`src/rtl/ocm_pkg.sv`:
```
package ocm_pkg;

  typedef enum logic [1:0] {
    OC_KEEP = 2'b00,
    OC_FLIP = 2'b01,
    OC_LOW  = 2'b10,
    OC_HIGH = 2'b11
  } oc_act_e;

  localparam int A_CNT_HI   = 8'h0E;
  localparam int A_CNT_LO   = 8'h0F;
  localparam int A_CMP_BASE = 8'h16;
  localparam int A_CTRL     = 8'h20;
  localparam int A_DIV      = 8'h24;

endpackage

```
`src/rtl/ocm_prescaler.sv`:
```
module ocm_prescaler #(
  parameter int PRE_W = 4
) (
  input  logic       clk,
  input  logic       rst_n,
  input  logic [1:0] div_sel,
  input  logic       restart,
  output logic       tick
);

  logic [PRE_W-1:0] pre_q, pre_d;
  logic [PRE_W-1:0] limit;

  // divide ratio 1, 4, 8, 16 -> terminal count 0, 3, 7, 15
  always_comb begin
    case (div_sel)
      2'b00:   limit = '0;
      2'b01:   limit = PRE_W'(3);
      2'b10:   limit = PRE_W'(7);
      default: limit = PRE_W'(15);
    endcase
  end

  assign tick = (pre_q == limit);

  always_comb begin
    pre_d = pre_q;
    if (restart) begin
      pre_d = '0;
    end else if (tick) begin
      pre_d = '0;
    end else begin
      pre_d = pre_q + PRE_W'(1);
    end
  end

  always_ff @(posedge clk or negedge rst_n) begin
    if (!rst_n) begin
      pre_q <= '0;
    end else begin
      pre_q <= pre_d;
    end
  end

endmodule

```
`src/rtl/ocm_counter.sv`:
```
module ocm_counter #(
  parameter int DATA_W = 8,
  parameter int CNT_W  = 16
) (
  input  logic              clk,
  input  logic              rst_n,
  input  logic              tick,
  input  logic              hi_rd,
  input  logic              bus_acc,
  output logic [CNT_W-1:0]  cnt_q,
  output logic [DATA_W-1:0] lo_view
);

  logic [CNT_W-1:0]  cnt_d;
  logic [DATA_W-1:0] hold_q, hold_d;
  logic              coh_q, coh_d;

  always_comb begin
    cnt_d = cnt_q;
    if (tick) begin
      cnt_d = cnt_q + CNT_W'(1);
    end
  end

  // capture the low byte with the high-byte read; the flag lives for one access
  always_comb begin
    hold_d = hold_q;
    coh_d  = coh_q;
    if (hi_rd) begin
      hold_d = cnt_q[DATA_W-1:0];
    end
    if (bus_acc) begin
      coh_d = hi_rd;
    end
  end

  assign lo_view = coh_q ? hold_q : cnt_q[DATA_W-1:0];

  always_ff @(posedge clk or negedge rst_n) begin
    if (!rst_n) begin
      cnt_q  <= '0;
      hold_q <= '0;
      coh_q  <= 1'b0;
    end else begin
      cnt_q  <= cnt_d;
      hold_q <= hold_d;
      coh_q  <= coh_d;
    end
  end

endmodule

```
`src/rtl/ocm_channel.sv`:
```
module ocm_channel
  import ocm_pkg::*;
#(
  parameter int CNT_W = 16
) (
  input  logic             clk,
  input  logic             rst_n,
  input  logic             tick,
  input  logic [CNT_W-1:0] cnt,
  input  logic [CNT_W-1:0] cmp,
  input  logic [1:0]       act,
  input  logic             enable,
  output logic             pin_q
);

  logic    pin_d;
  logic    hit;
  oc_act_e code;

  assign code = oc_act_e'(act);
  assign hit  = tick && enable && (cnt == cmp);

  always_comb begin
    pin_d = pin_q;
    if (hit) begin
      case (code)
        OC_FLIP: pin_d = ~pin_q;
        OC_LOW:  pin_d = 1'b0;
        OC_HIGH: pin_d = 1'b1;
        default: pin_d = pin_q;
      endcase
    end
  end

  always_ff @(posedge clk or negedge rst_n) begin
    if (!rst_n) begin
      pin_q <= 1'b0;
    end else begin
      pin_q <= pin_d;
    end
  end

endmodule

```
`src/rtl/ocm_regs.sv`:
```
module ocm_regs
  import ocm_pkg::*;
#(
  parameter int ADDR_W = 8,
  parameter int DATA_W = 8,
  parameter int NCH    = 4,
  parameter int CNT_W  = 16
) (
  input  logic                       clk,
  input  logic                       rst_n,
  input  logic [ADDR_W-1:0]          addr,
  input  logic [DATA_W-1:0]          wdata,
  input  logic                       rd_en,
  input  logic                       wr_en,
  input  logic [DATA_W-1:0]          cnt_hi,
  input  logic [DATA_W-1:0]          cnt_lo_view,
  output logic                       hi_rd,
  output logic                       bus_acc,
  output logic [DATA_W-1:0]          rdata,
  output logic [NCH-1:0][1:0]        act,
  output logic [NCH-1:0][CNT_W-1:0]  cmp,
  output logic [1:0]                 div_sel,
  output logic                       div_restart
);

  localparam int CTRL_W = 2 * NCH;

  logic [CTRL_W-1:0]             ctrl_q, ctrl_d;
  logic [1:0]                    div_q, div_d;
  logic [NCH-1:0][CNT_W-1:0]     cmp_q, cmp_d;
  logic [DATA_W-1:0]             rdata_q, rdata_d;
  logic [DATA_W-1:0]             rd_val;

  assign bus_acc = rd_en || wr_en;
  assign hi_rd   = rd_en && (addr == ADDR_W'(A_CNT_HI));

  // write side
  always_comb begin
    ctrl_d      = ctrl_q;
    div_d       = div_q;
    cmp_d       = cmp_q;
    div_restart = 1'b0;
    if (wr_en) begin
      if (addr == ADDR_W'(A_CTRL)) begin
        ctrl_d = wdata[CTRL_W-1:0];
      end
      if (addr == ADDR_W'(A_DIV)) begin
        div_d       = wdata[1:0];
        div_restart = 1'b1;
      end
      for (int i = 0; i < NCH; i++) begin
        if (addr == ADDR_W'(A_CMP_BASE + 2 * i)) begin
          cmp_d[i][DATA_W +: DATA_W] = wdata;
        end
        if (addr == ADDR_W'(A_CMP_BASE + 2 * i + 1)) begin
          cmp_d[i][0 +: DATA_W] = wdata;
        end
      end
    end
  end

  // read side
  always_comb begin
    rd_val = '0;
    if (addr == ADDR_W'(A_CNT_HI)) rd_val = cnt_hi;
    if (addr == ADDR_W'(A_CNT_LO)) rd_val = cnt_lo_view;
    if (addr == ADDR_W'(A_CTRL))   rd_val = DATA_W'(ctrl_q);
    if (addr == ADDR_W'(A_DIV))    rd_val = DATA_W'(div_q);
    for (int i = 0; i < NCH; i++) begin
      if (addr == ADDR_W'(A_CMP_BASE + 2 * i)) begin
        rd_val = cmp_q[i][DATA_W +: DATA_W];
      end
      if (addr == ADDR_W'(A_CMP_BASE + 2 * i + 1)) begin
        rd_val = cmp_q[i][0 +: DATA_W];
      end
    end
  end

  always_comb begin
    rdata_d = rdata_q;
    if (rd_en) begin
      rdata_d = rd_val;
    end
  end

  always_ff @(posedge clk or negedge rst_n) begin
    if (!rst_n) begin
      ctrl_q  <= '0;
      div_q   <= '0;
      cmp_q   <= '0;
      rdata_q <= '0;
    end else begin
      ctrl_q  <= ctrl_d;
      div_q   <= div_d;
      cmp_q   <= cmp_d;
      rdata_q <= rdata_d;
    end
  end

  // channel 0 takes the top pair of bits
  for (genvar gi = 0; gi < NCH; gi++) begin : g_act
    assign act[gi] = ctrl_q[2 * (NCH - 1 - gi) +: 2];
  end

  assign cmp     = cmp_q;
  assign div_sel = div_q;
  assign rdata   = rdata_q;

endmodule

```
`src/rtl/ocmp_timer.sv`:
```
module ocmp_timer
  import ocm_pkg::*;
#(
  parameter int ADDR_W = 8,
  parameter int DATA_W = 8,
  parameter int NCH    = 4,
  parameter int PRE_W  = 4
) (
  input  logic              clk,
  input  logic              rst_n,
  input  logic [ADDR_W-1:0] bus_addr,
  input  logic [DATA_W-1:0] bus_wdata,
  input  logic              bus_rd,
  input  logic              bus_wr,
  output logic [DATA_W-1:0] bus_rdata,
  input  logic              last_ch_inhibit,
  output logic [NCH-1:0]    oc_pin
);

  localparam int CNT_W = 2 * DATA_W;

  logic [1:0]                rst_sync_q;
  logic                      rst_sync_n;
  logic                      tick;
  logic [CNT_W-1:0]          cnt_q;
  logic [DATA_W-1:0]         lo_view;
  logic                      hi_rd;
  logic                      bus_acc;
  logic [NCH-1:0][1:0]       act;
  logic [NCH-1:0][CNT_W-1:0] cmp;
  logic [1:0]                div_sel;
  logic                      div_restart;

  // asynchronous assertion, synchronous release
  always_ff @(posedge clk or negedge rst_n) begin
    if (!rst_n) begin
      rst_sync_q <= '0;
    end else begin
      rst_sync_q <= {rst_sync_q[0], 1'b1};
    end
  end
  assign rst_sync_n = rst_sync_q[1];

  ocm_prescaler #(.PRE_W(PRE_W)) u_pre (
    .clk     (clk),
    .rst_n   (rst_sync_n),
    .div_sel (div_sel),
    .restart (div_restart),
    .tick    (tick)
  );

  ocm_counter #(.DATA_W(DATA_W), .CNT_W(CNT_W)) u_cnt (
    .clk     (clk),
    .rst_n   (rst_sync_n),
    .tick    (tick),
    .hi_rd   (hi_rd),
    .bus_acc (bus_acc),
    .cnt_q   (cnt_q),
    .lo_view (lo_view)
  );

  ocm_regs #(
    .ADDR_W (ADDR_W),
    .DATA_W (DATA_W),
    .NCH    (NCH),
    .CNT_W  (CNT_W)
  ) u_regs (
    .clk         (clk),
    .rst_n       (rst_sync_n),
    .addr        (bus_addr),
    .wdata       (bus_wdata),
    .rd_en       (bus_rd),
    .wr_en       (bus_wr),
    .cnt_hi      (cnt_q[CNT_W-1 -: DATA_W]),
    .cnt_lo_view (lo_view),
    .hi_rd       (hi_rd),
    .bus_acc     (bus_acc),
    .rdata       (bus_rdata),
    .act         (act),
    .cmp         (cmp),
    .div_sel     (div_sel),
    .div_restart (div_restart)
  );

  for (genvar gc = 0; gc < NCH; gc++) begin : g_ch
    logic ch_en;
    if (gc == NCH - 1) begin : g_gated
      assign ch_en = ~last_ch_inhibit;
    end else begin : g_free
      assign ch_en = 1'b1;
    end

    ocm_channel #(.CNT_W(CNT_W)) u_ch (
      .clk    (clk),
      .rst_n  (rst_sync_n),
      .tick   (tick),
      .cnt    (cnt_q),
      .cmp    (cmp[gc]),
      .act    (act[gc]),
      .enable (ch_en),
      .pin_q  (oc_pin[gc])
    );
  end

endmodule

```
`config.mk`:
```
export PLATFORM = sky130hd
export DESIGN_NAME = ocmp_timer
export DESIGN_NICKNAME = d
export VERILOG_FILES = /design/src/rtl/ocm_pkg.sv /design/src/rtl/ocm_prescaler.sv /design/src/rtl/ocm_counter.sv /design/src/rtl/ocm_channel.sv /design/src/rtl/ocm_regs.sv /design/src/rtl/ocmp_timer.sv
export SDC_FILE = /design/constraint.sdc
export NUM_CORES = 1
export LEC_CHECK = 0
export BUFFER_PORTS_ARGS = -buffer_cell sky130_fd_sc_hd__clkbuf_2
export CAP_MARGIN = 15
export CORE_AREA = 2 2 118 120
export CTS_CLUSTER_DIAMETER = 150
export DETAILED_ROUTE_END_ITERATION = 10
export DIE_AREA = 0 0 120 122
export PLACE_DENSITY_LB_ADDON = 0.3
export SYNTH_ARGS = -nofsm -noshare
export SYNTH_HDL_FRONTEND = slang
export SYNTH_SLANG_ARGS = --single-unit
```
`constraint.sdc`:
```
create_clock -name clk -period 5.99 [get_ports clk]
set_clock_uncertainty 0.2 [all_clocks]
set_input_delay 1.198 -clock clk [delete_from_list [all_inputs] [get_ports clk]]
set_output_delay 1.198 -clock clk [all_outputs]
set_load 0.02 [all_outputs]
```
## Word level (Yosys, flattened, before mapping)

Index checks and enable logic that the tools add are counted.

| storage, ports and cells | value |
|---|---|
| register bits after elaboration | 117 |
| bits of input ports | 21 |
| output and inout bits | 12 |
| logic and storage cells | 106 |

| operators by class | value |
|---|---|
| add/sub/neg operators | 2 |
| eq/ne operators | 31 |
| multiplexer cells | 22 |
| bitwise gates (word level) | 5 |
| reduce and logical (&&, ||, !) cells | 26 |

Operators with widths:

| cell | number |
|---|---|
| $mux W8 | 13 |
| $eq A16 B16 Y1 | 4 |
| $eq A8 B5 Y1 const B | 8 |
| $reduce_and A2 Y1 | 14 |
| $eq A2 B2 Y1 const B | 9 |
| $add A16 B1 Y16 const B | 1 |
| $eq A8 B4 Y1 const B | 2 |
| $eq A8 B6 Y1 const B | 2 |
| $pmux W1 S3 | 4 |
| $pmux W4 S3 | 1 |
| $reduce_bool A3 Y1 | 4 |
| $eq A2 B1 Y1 const B | 5 |
| $mux W4 | 2 |
| $logic_and A1 B1 Y1 | 6 |
| $not A1 Y1 | 5 |
| $add A4 B1 Y4 const B | 1 |
| $eq A4 B4 Y1 | 1 |
| $logic_not A2 Y1 | 1 |
| $mux W1 | 2 |
| $logic_or A1 B1 Y1 | 1 |

## Logic depth before layout (Yosys ltp)

| logic depth | value |
|---|---|
| depth in word-level cells | 13 |
| depth in mapped cells | 7 |
| depth with buffers taken out | 5 |

## Cells and area by module

From an unflattened synthesis, not the netlist that was laid out.

| unflattened totals | value |
|---|---|
| cells, all modules | 570 |
| area, all modules | 6,598.8 um2 |

Modules (own cells, without submodules):

| module | times used | cells each | area an instance (um2) | sequential area each (um2) |
|---|---|---|---|---|
| ocm_regs | 1 | 349 | 4,274.1 | 2,052.0 |
| ocm_counter | 1 | 82 | 1,101.1 | 625.6 |
| ocm_channel | 4 | 29 | 234.0 | 25.0 |
| ocm_prescaler | 1 | 19 | 230.2 | 100.1 |
| ocmp_timer | 1 | 4 | 57.6 | 50.0 |

## Worst setup path after synthesis

No wires, ideal clock.

| timing path | value |
|---|---|
| path type | input-to-reg |
| start point | in bus_addr[7] |
| end point | reg u_regs.rdata_q[2] (netlist: u_regs.rdata[2]) |
| setup time | 118 ps |
| arrival | 2,669 ps |
| required time | 5,672 ps |
| slack | 3,003 ps |
| stages on the path | 6 |
| path buffers | 1 |
| cell sequence | or4b_4 > buf_6 > or4_4 > o21ai_2 > o21ai_1 > a21o_1 |

| between the ends | value |
|---|---|
| word-level cells in the longest chain between the ends | 13 |
| elaborated cells on any way between the ends | 24 |
| classes of those cells | 12 x eq/ne; 12 x mux |

Ends and longest elaborated chain:

| element | line | RTL |
|---|---|---|
| start, declared | ocmp_timer.sv:11 | `input logic [ADDR_W-1:0] bus_addr,` |
| $eq A8 B4 Y1 | ocm_regs.sv:65 | `if (addr == ADDR_W'(A_CNT_HI)) rd_val = cnt_hi;` |
| $mux W8 | ocm_regs.sv:65 |  |
| $mux W8 | ocm_regs.sv:66 | `if (addr == ADDR_W'(A_CNT_LO)) rd_val = cnt_lo_view;` |
| $mux W8 | ocm_regs.sv:67 | `if (addr == ADDR_W'(A_CTRL)) rd_val = DATA_W'(ctrl_q);` |
| $mux W8 | ocm_regs.sv:68 | `if (addr == ADDR_W'(A_DIV)) rd_val = DATA_W'(div_q);` |
| $mux W8 | ocm_regs.sv:70 | `if (addr == ADDR_W'(A_CMP_BASE + 2 * i)) begin` |
| $mux W8 | ocm_regs.sv:73 | `if (addr == ADDR_W'(A_CMP_BASE + 2 * i + 1)) begin` |
| $mux W8 | ocm_regs.sv:70 |  |
| $mux W8 | ocm_regs.sv:73 |  |
| $mux W8 | ocm_regs.sv:70 |  |
| $mux W8 | ocm_regs.sv:73 |  |
| $mux W8 | ocm_regs.sv:70 |  |
| $mux W8 (*) | ocm_regs.sv:73 |  |
| end signal, assigned | ocm_regs.sv:96 | `rdata_q <= rdata_d;` |
| end, declared | ocm_regs.sv:31 | `logic [DATA_W-1:0] rdata_q, rdata_d;` |

Every way passes the cells marked *; elsewhere a longest branch is shown, timed or not.
A chain may end at the register's enable or synchronous reset.

## Worst setup path in the final report

| timing path | value |
|---|---|
| start point | in bus_addr[7] |
| end point | reg u_regs.cmp_q (netlist bit u_regs.cmp[36]) |

| between the ends | value |
|---|---|
| word-level cells in the longest chain between the ends | 2 |

Ends and longest elaborated chain:

| element | line | RTL |
|---|---|---|
| $eq A8 B5 Y1 | ocm_regs.sv:55 | `if (addr == ADDR_W'(A_CMP_BASE + 2 * i + 1)) begin` |
| $reduce_and A2 Y1 (no source line) | n/a |  |
| end signal, assigned | ocm_regs.sv:95 | `cmp_q <= cmp_d;` |
| end, declared | ocm_regs.sv:30 | `logic [NCH-1:0][CNT_W-1:0] cmp_q, cmp_d;` |

Every way passes these cells.

==> out/qor_table.md <==
| Quantity | Value |
|---|---|
| Core area | 13500 um^2 |
| Row count | 43 |
| Largest net degree at the start of global routing | 60 |
| Commonest register cell after synthesis | sky130_fd_sc_hd__dfrtp_1 |
| Crit Reg-Reg Startpoint | u_cnt.cnt_q[2] |
| Fraction of synthesized area in multiplexers | 17.9% |
| Sequential fraction of the synthesis area | 44.7% |
| Measured slew at the worst slew-check pin | 0.838 ns |
| Biggest area contributors in the synthesized netlist | sky130_fd_sc_hd__dfrtp_1 (45%), sky130_fd_sc_hd__mux2_2 (14%), sky130_fd_sc_hd__xnor2_1 (6.5%), sky130_fd_sc_hd__xor2_1 (4.4%), sky130_fd_sc_hd__mux2i_1 (2.7%) |
| Nature of the critical path startpoint | primary input |
| Post-DR wirelength/cell | 24.2 um |
| Count of fill cells added during filler insertion | 1184 |
| Count of warnings emitted by yosys | 0 |
| First-pass GRT wire length | 29400 um |
| Overall power consumption | 0.00231 W |
| Number of hold buffers added after cts | 0 |
| Internal power contribution | 0.00160 W |
| Number of I/O port buffers | 32 |
| Register bit total from synthesis | 117 |
| Min Tclk post-route | 3.33 ns |
| Hold Crit Class | reg -> reg |
| CTS root buf | sky130_fd_sc_hd__clkbuf_16 |
| Clock slew at reported path FFs | 0.05 ns |
| Leak | 3.34 nW |
| Synthesized Nets | 611 |
| Final setup viols | 0 |
| Netlist area before placement | 6550 um^2 |
| Capture point of the worst reg-to-reg path | u_cnt.cnt_q[7] |
| Result of the run | complete, no violations |
| Number of primary I/O pins | 33 |
| Synthesis-to-finish area growth | 11.2% |
| Async set-reset flop share out of synthesis | 100% |
| Synthesized area per cell | 11.1 um^2 |
| Endpoint type of the worst setup path | flip-flop |
| Required time reported for the critical path endpoint | 6.09 ns |
| CTS HTree Levels | 4 |
| Most common cell after layout, fill and taps aside | sky130_fd_sc_hd__dfrtp_1 |
| Setup tns final | 0 ns |
| Vias after detailed routing | 4854 |
| Hold wc startpoint | rst_sync_q[0] |
| Part of the total power dissipated in combinational logic | 16.1% |
| Tot GR Track Use | 27.5% |
| Period Utilization, post-route | 55.7% |
| Maximum buffer depth of the clock tree | 2 |
| Number of synthesized flops with an enable pin | 0 |
| Clk sinks | 117 |
| Commonest cells after routing, fill and taps aside | sky130_fd_sc_hd__dfrtp_1 (116), sky130_fd_sc_hd__mux2_2 (84), sky130_fd_sc_hd__xnor2_1 (49) |
| Slew HR | 43.8% |
| Ratio of total power to cell area | 317 nW/um^2 |
| Worst setup slack for register-to-register paths | 3.43 ns |
| Max Freq | 0.300 GHz |
| Worst hold endpoint | rst_sync_q[1] |
| Max-capacitance violation count | 0 |
| Reg2reg path depth | 5 |
| Number of hold violations in the final report | 0 |
| Number of instances in the synthesized netlist | 588 |
| CTS tree | yes |
| Antenna viol nets, final | 0 |
| Number of buffers added by the clock tree synthesis step | 17 |
| Worst-path fanout max | 17 |
| Effective utilization at floorplan | 48.5% |
| Total overflow reported by the global router | 0 |
| Net switching power of the design | 0.000711 W |
| Setup bufs post-CTS | 0 |
| Post-route DRC | 0 |
| Post-layout net count | 621 |
| Number of unique standard cell types used by synthesis | 69 |
| Simple-gate area share of the yosys netlist | 14.3% |
| Largest family of logic cells by synthesized area | multiplexers |
| Per-cell via count in the routed design | 6.15 |
| Pre-antenna DRT Iters | 5 |
| Antenna violations before repair | 0 |
| Net switching fraction of the power | 30.8% |
| Clock Latency Late Sink | 0.43 ns |
| Antenna diode count | 0 |
| Die outline area | 14600 um^2 |
| Xor and xnor area share after synthesis | 11.0% |
| Top-area cell type share of the netlist area | 44.7% |
| Data arrival time of the critical path | 3.44 ns |
| Layout cells sized above 1 | 27.3% |
| Placer Congestion | 0.945 |
| Share of synthesized cell area in full adder, half adder and majority cells | 0.382% |
| Vias in the first global route | 4931 |
| Type of the worst setup path | in -> reg |
| Peak ir drop on the vdd network | 192 uV |
| Area leader, netlist | sky130_fd_sc_hd__dfrtp_1 |
| Clock network power share | 39.9% |
| Violation count after the first detailed-route iteration | 496 |
| DIE HEIGHT | 122 um |
| Detailed-placement wirelength estimate | 13200 um |
| Share of power burned in registers | 44.0% |
| Setup repair after global routing missed its margin | false |
| Final number of max-transition violations | 0 |
| Area fraction in compound gates after synthesis | 8.34% |
| Die span in x | 120 um |
| Final WL | 19100 um |
| Cells on Worst Hold Path | 0 |
| Number of gates resized after cts | 0 |
worst max-delay path by stage:
stage                              from                  to  slack [ns]
after CTS                   bus_addr[7]      u_regs.cmp[36]        2.75
after global placement      bus_addr[7]      u_regs.cmp[33]        2.35
final                       bus_addr[7]      u_regs.cmp[36]        2.66
after detailed placement    bus_addr[7]      u_regs.cmp[34]        2.30
after floorplan           rst_sync_q[1]  g_ch[0].u_ch.pin_q        2.29
after global routing        bus_addr[7]      u_regs.cmp[36]        2.55
sequential cells by signal (all words and copies together), names as in the netlist:
register,cells
u_regs.cmp,64
u_cnt.cnt_q,16
u_cnt.hold_q,8
u_regs.ctrl_q,8
u_regs.rdata,8
g_ch.u_ch.pin_q,4
u_pre.pre_q,4
rst_sync_q,2
u_regs.div_sel,2
u_cnt.coh_q,1
Yosys cell counts (3+ instances only):
master                      instances
sky130_fd_sc_hd__inv_1              7
sky130_fd_sc_hd__a21oi_1           13
sky130_fd_sc_hd__and2_1             5
sky130_fd_sc_hd__buf_1              4
sky130_fd_sc_hd__xor2_1            33
sky130_fd_sc_hd__and3_1             6
sky130_fd_sc_hd__and4_1             5
sky130_fd_sc_hd__nand3_1           12
sky130_fd_sc_hd__nor2_1            18
sky130_fd_sc_hd__buf_2              9
sky130_fd_sc_hd__xnor2_1           49
sky130_fd_sc_hd__a2111oi_0          4
sky130_fd_sc_hd__a21o_1             4
sky130_fd_sc_hd__o41ai_1            3
sky130_fd_sc_hd__nand2_1           22
sky130_fd_sc_hd__buf_4              5
sky130_fd_sc_hd__a221o_1            3
sky130_fd_sc_hd__a31oi_1            7
sky130_fd_sc_hd__nor4_1            10
sky130_fd_sc_hd__mux2_2            84
sky130_fd_sc_hd__or2_2              3
sky130_fd_sc_hd__nand2b_1          10
sky130_fd_sc_hd__mux2i_1           18
sky130_fd_sc_hd__o21ai_0           11
sky130_fd_sc_hd__dfrtp_1          117
sky130_fd_sc_hd__a211oi_1           6
sky130_fd_sc_hd__nor2b_1            6
sky130_fd_sc_hd__nand4_1           21
sky130_fd_sc_hd__o2bb2ai_1          3
sky130_fd_sc_hd__o22ai_1            9
sky130_fd_sc_hd__clkbuf_1          23
sky130_fd_sc_hd__nor3_1            14
layer usage:
| layer | part of all wire [%] | vias to the layer above | routed length [um] | GRT usage [%] |
|---|---|---|---|---|
| met3 | 6.5 | 68 | 1240 | 6.41 |
| met5 | 0 | - | 0 | 0 |
| met4 | 4.9 | 0 | 939 | 15.5 |
| li1 | - | 2151 | - | - |
| met2 | 45 | 188 | 8560 | 41.5 |
| met1 | 44 | 2447 | 8330 | 36.5 |
final cells by class:
| type | count | area (um^2) | share of cell area, % |
|---|---|---|---|
| Clock buffer | 20 | 447 | 6.13 |
| Clock inverter | 10 | 85.1 | 1.17 |
| Inverter | 7 | 26.3 | 0.360 |
| Multi-Input combinational cell | 421 | 3400 | 46.6 |
| Sequential cell | 117 | 2930 | 40.2 |
| Tap cell | 180 | 225 | 3.09 |
| Timing Repair Buffer | 34 | 175 | 2.40 |
per-stage QoR:
step	hold WS [ns]	utilization, %	cells	setup WS [ns]	area [um^2]
3_5_place_dp	0.139	50.0	759	2.30	6760
4_1_cts	0.150	54.0	789	2.75	7290
2_1_floorplan	0.131	-	588	2.29	6550
6_report	0.150	54.0	789	2.66	7290
5_1_grt	0.167	54.0	789	2.55	7290
3_3_place_gp	0.139	50.0	759	2.35	6760
power by group through the flow:
| stage | clock [W] | sequential, W | combinational, W |
|---|---|---|---|
| finish | 0.000920 | 0.00102 | 0.000372 |
| global route | 0.000968 | 0.00102 | 0.000411 |
| CTS | 0.000938 | 0.00101 | 0.000371 |
| detailed placement | 0 | 0.00102 | 0.000367 |
| global placement | 0 | 0.00102 | 0.000355 |
| floorplan | 0 | 0.000923 | 0.000331 |
critical path, stage by stage:
cell                       delay, ns
sky130_fd_sc_hd__clkbuf_2       0.12
sky130_fd_sc_hd__nor4b_4        0.52
sky130_fd_sc_hd__and2_1         0.67
sky130_fd_sc_hd__nand4_1        0.49
sky130_fd_sc_hd__mux2_2         0.43
logic make-up after synthesis:
| family | Yosys count |
|---|---|
| adders and majority gates | 2 |
| muxes | 104 |
| xor gates and xnor gates | 82 |
| AOI/OAI and AO/OA | 78 |
| buffers and inverters | 50 |
| DFF | 117 |
| other | 1 |
| and+or+nand+nor | 154 |
(Power assumes the default switching activity.)
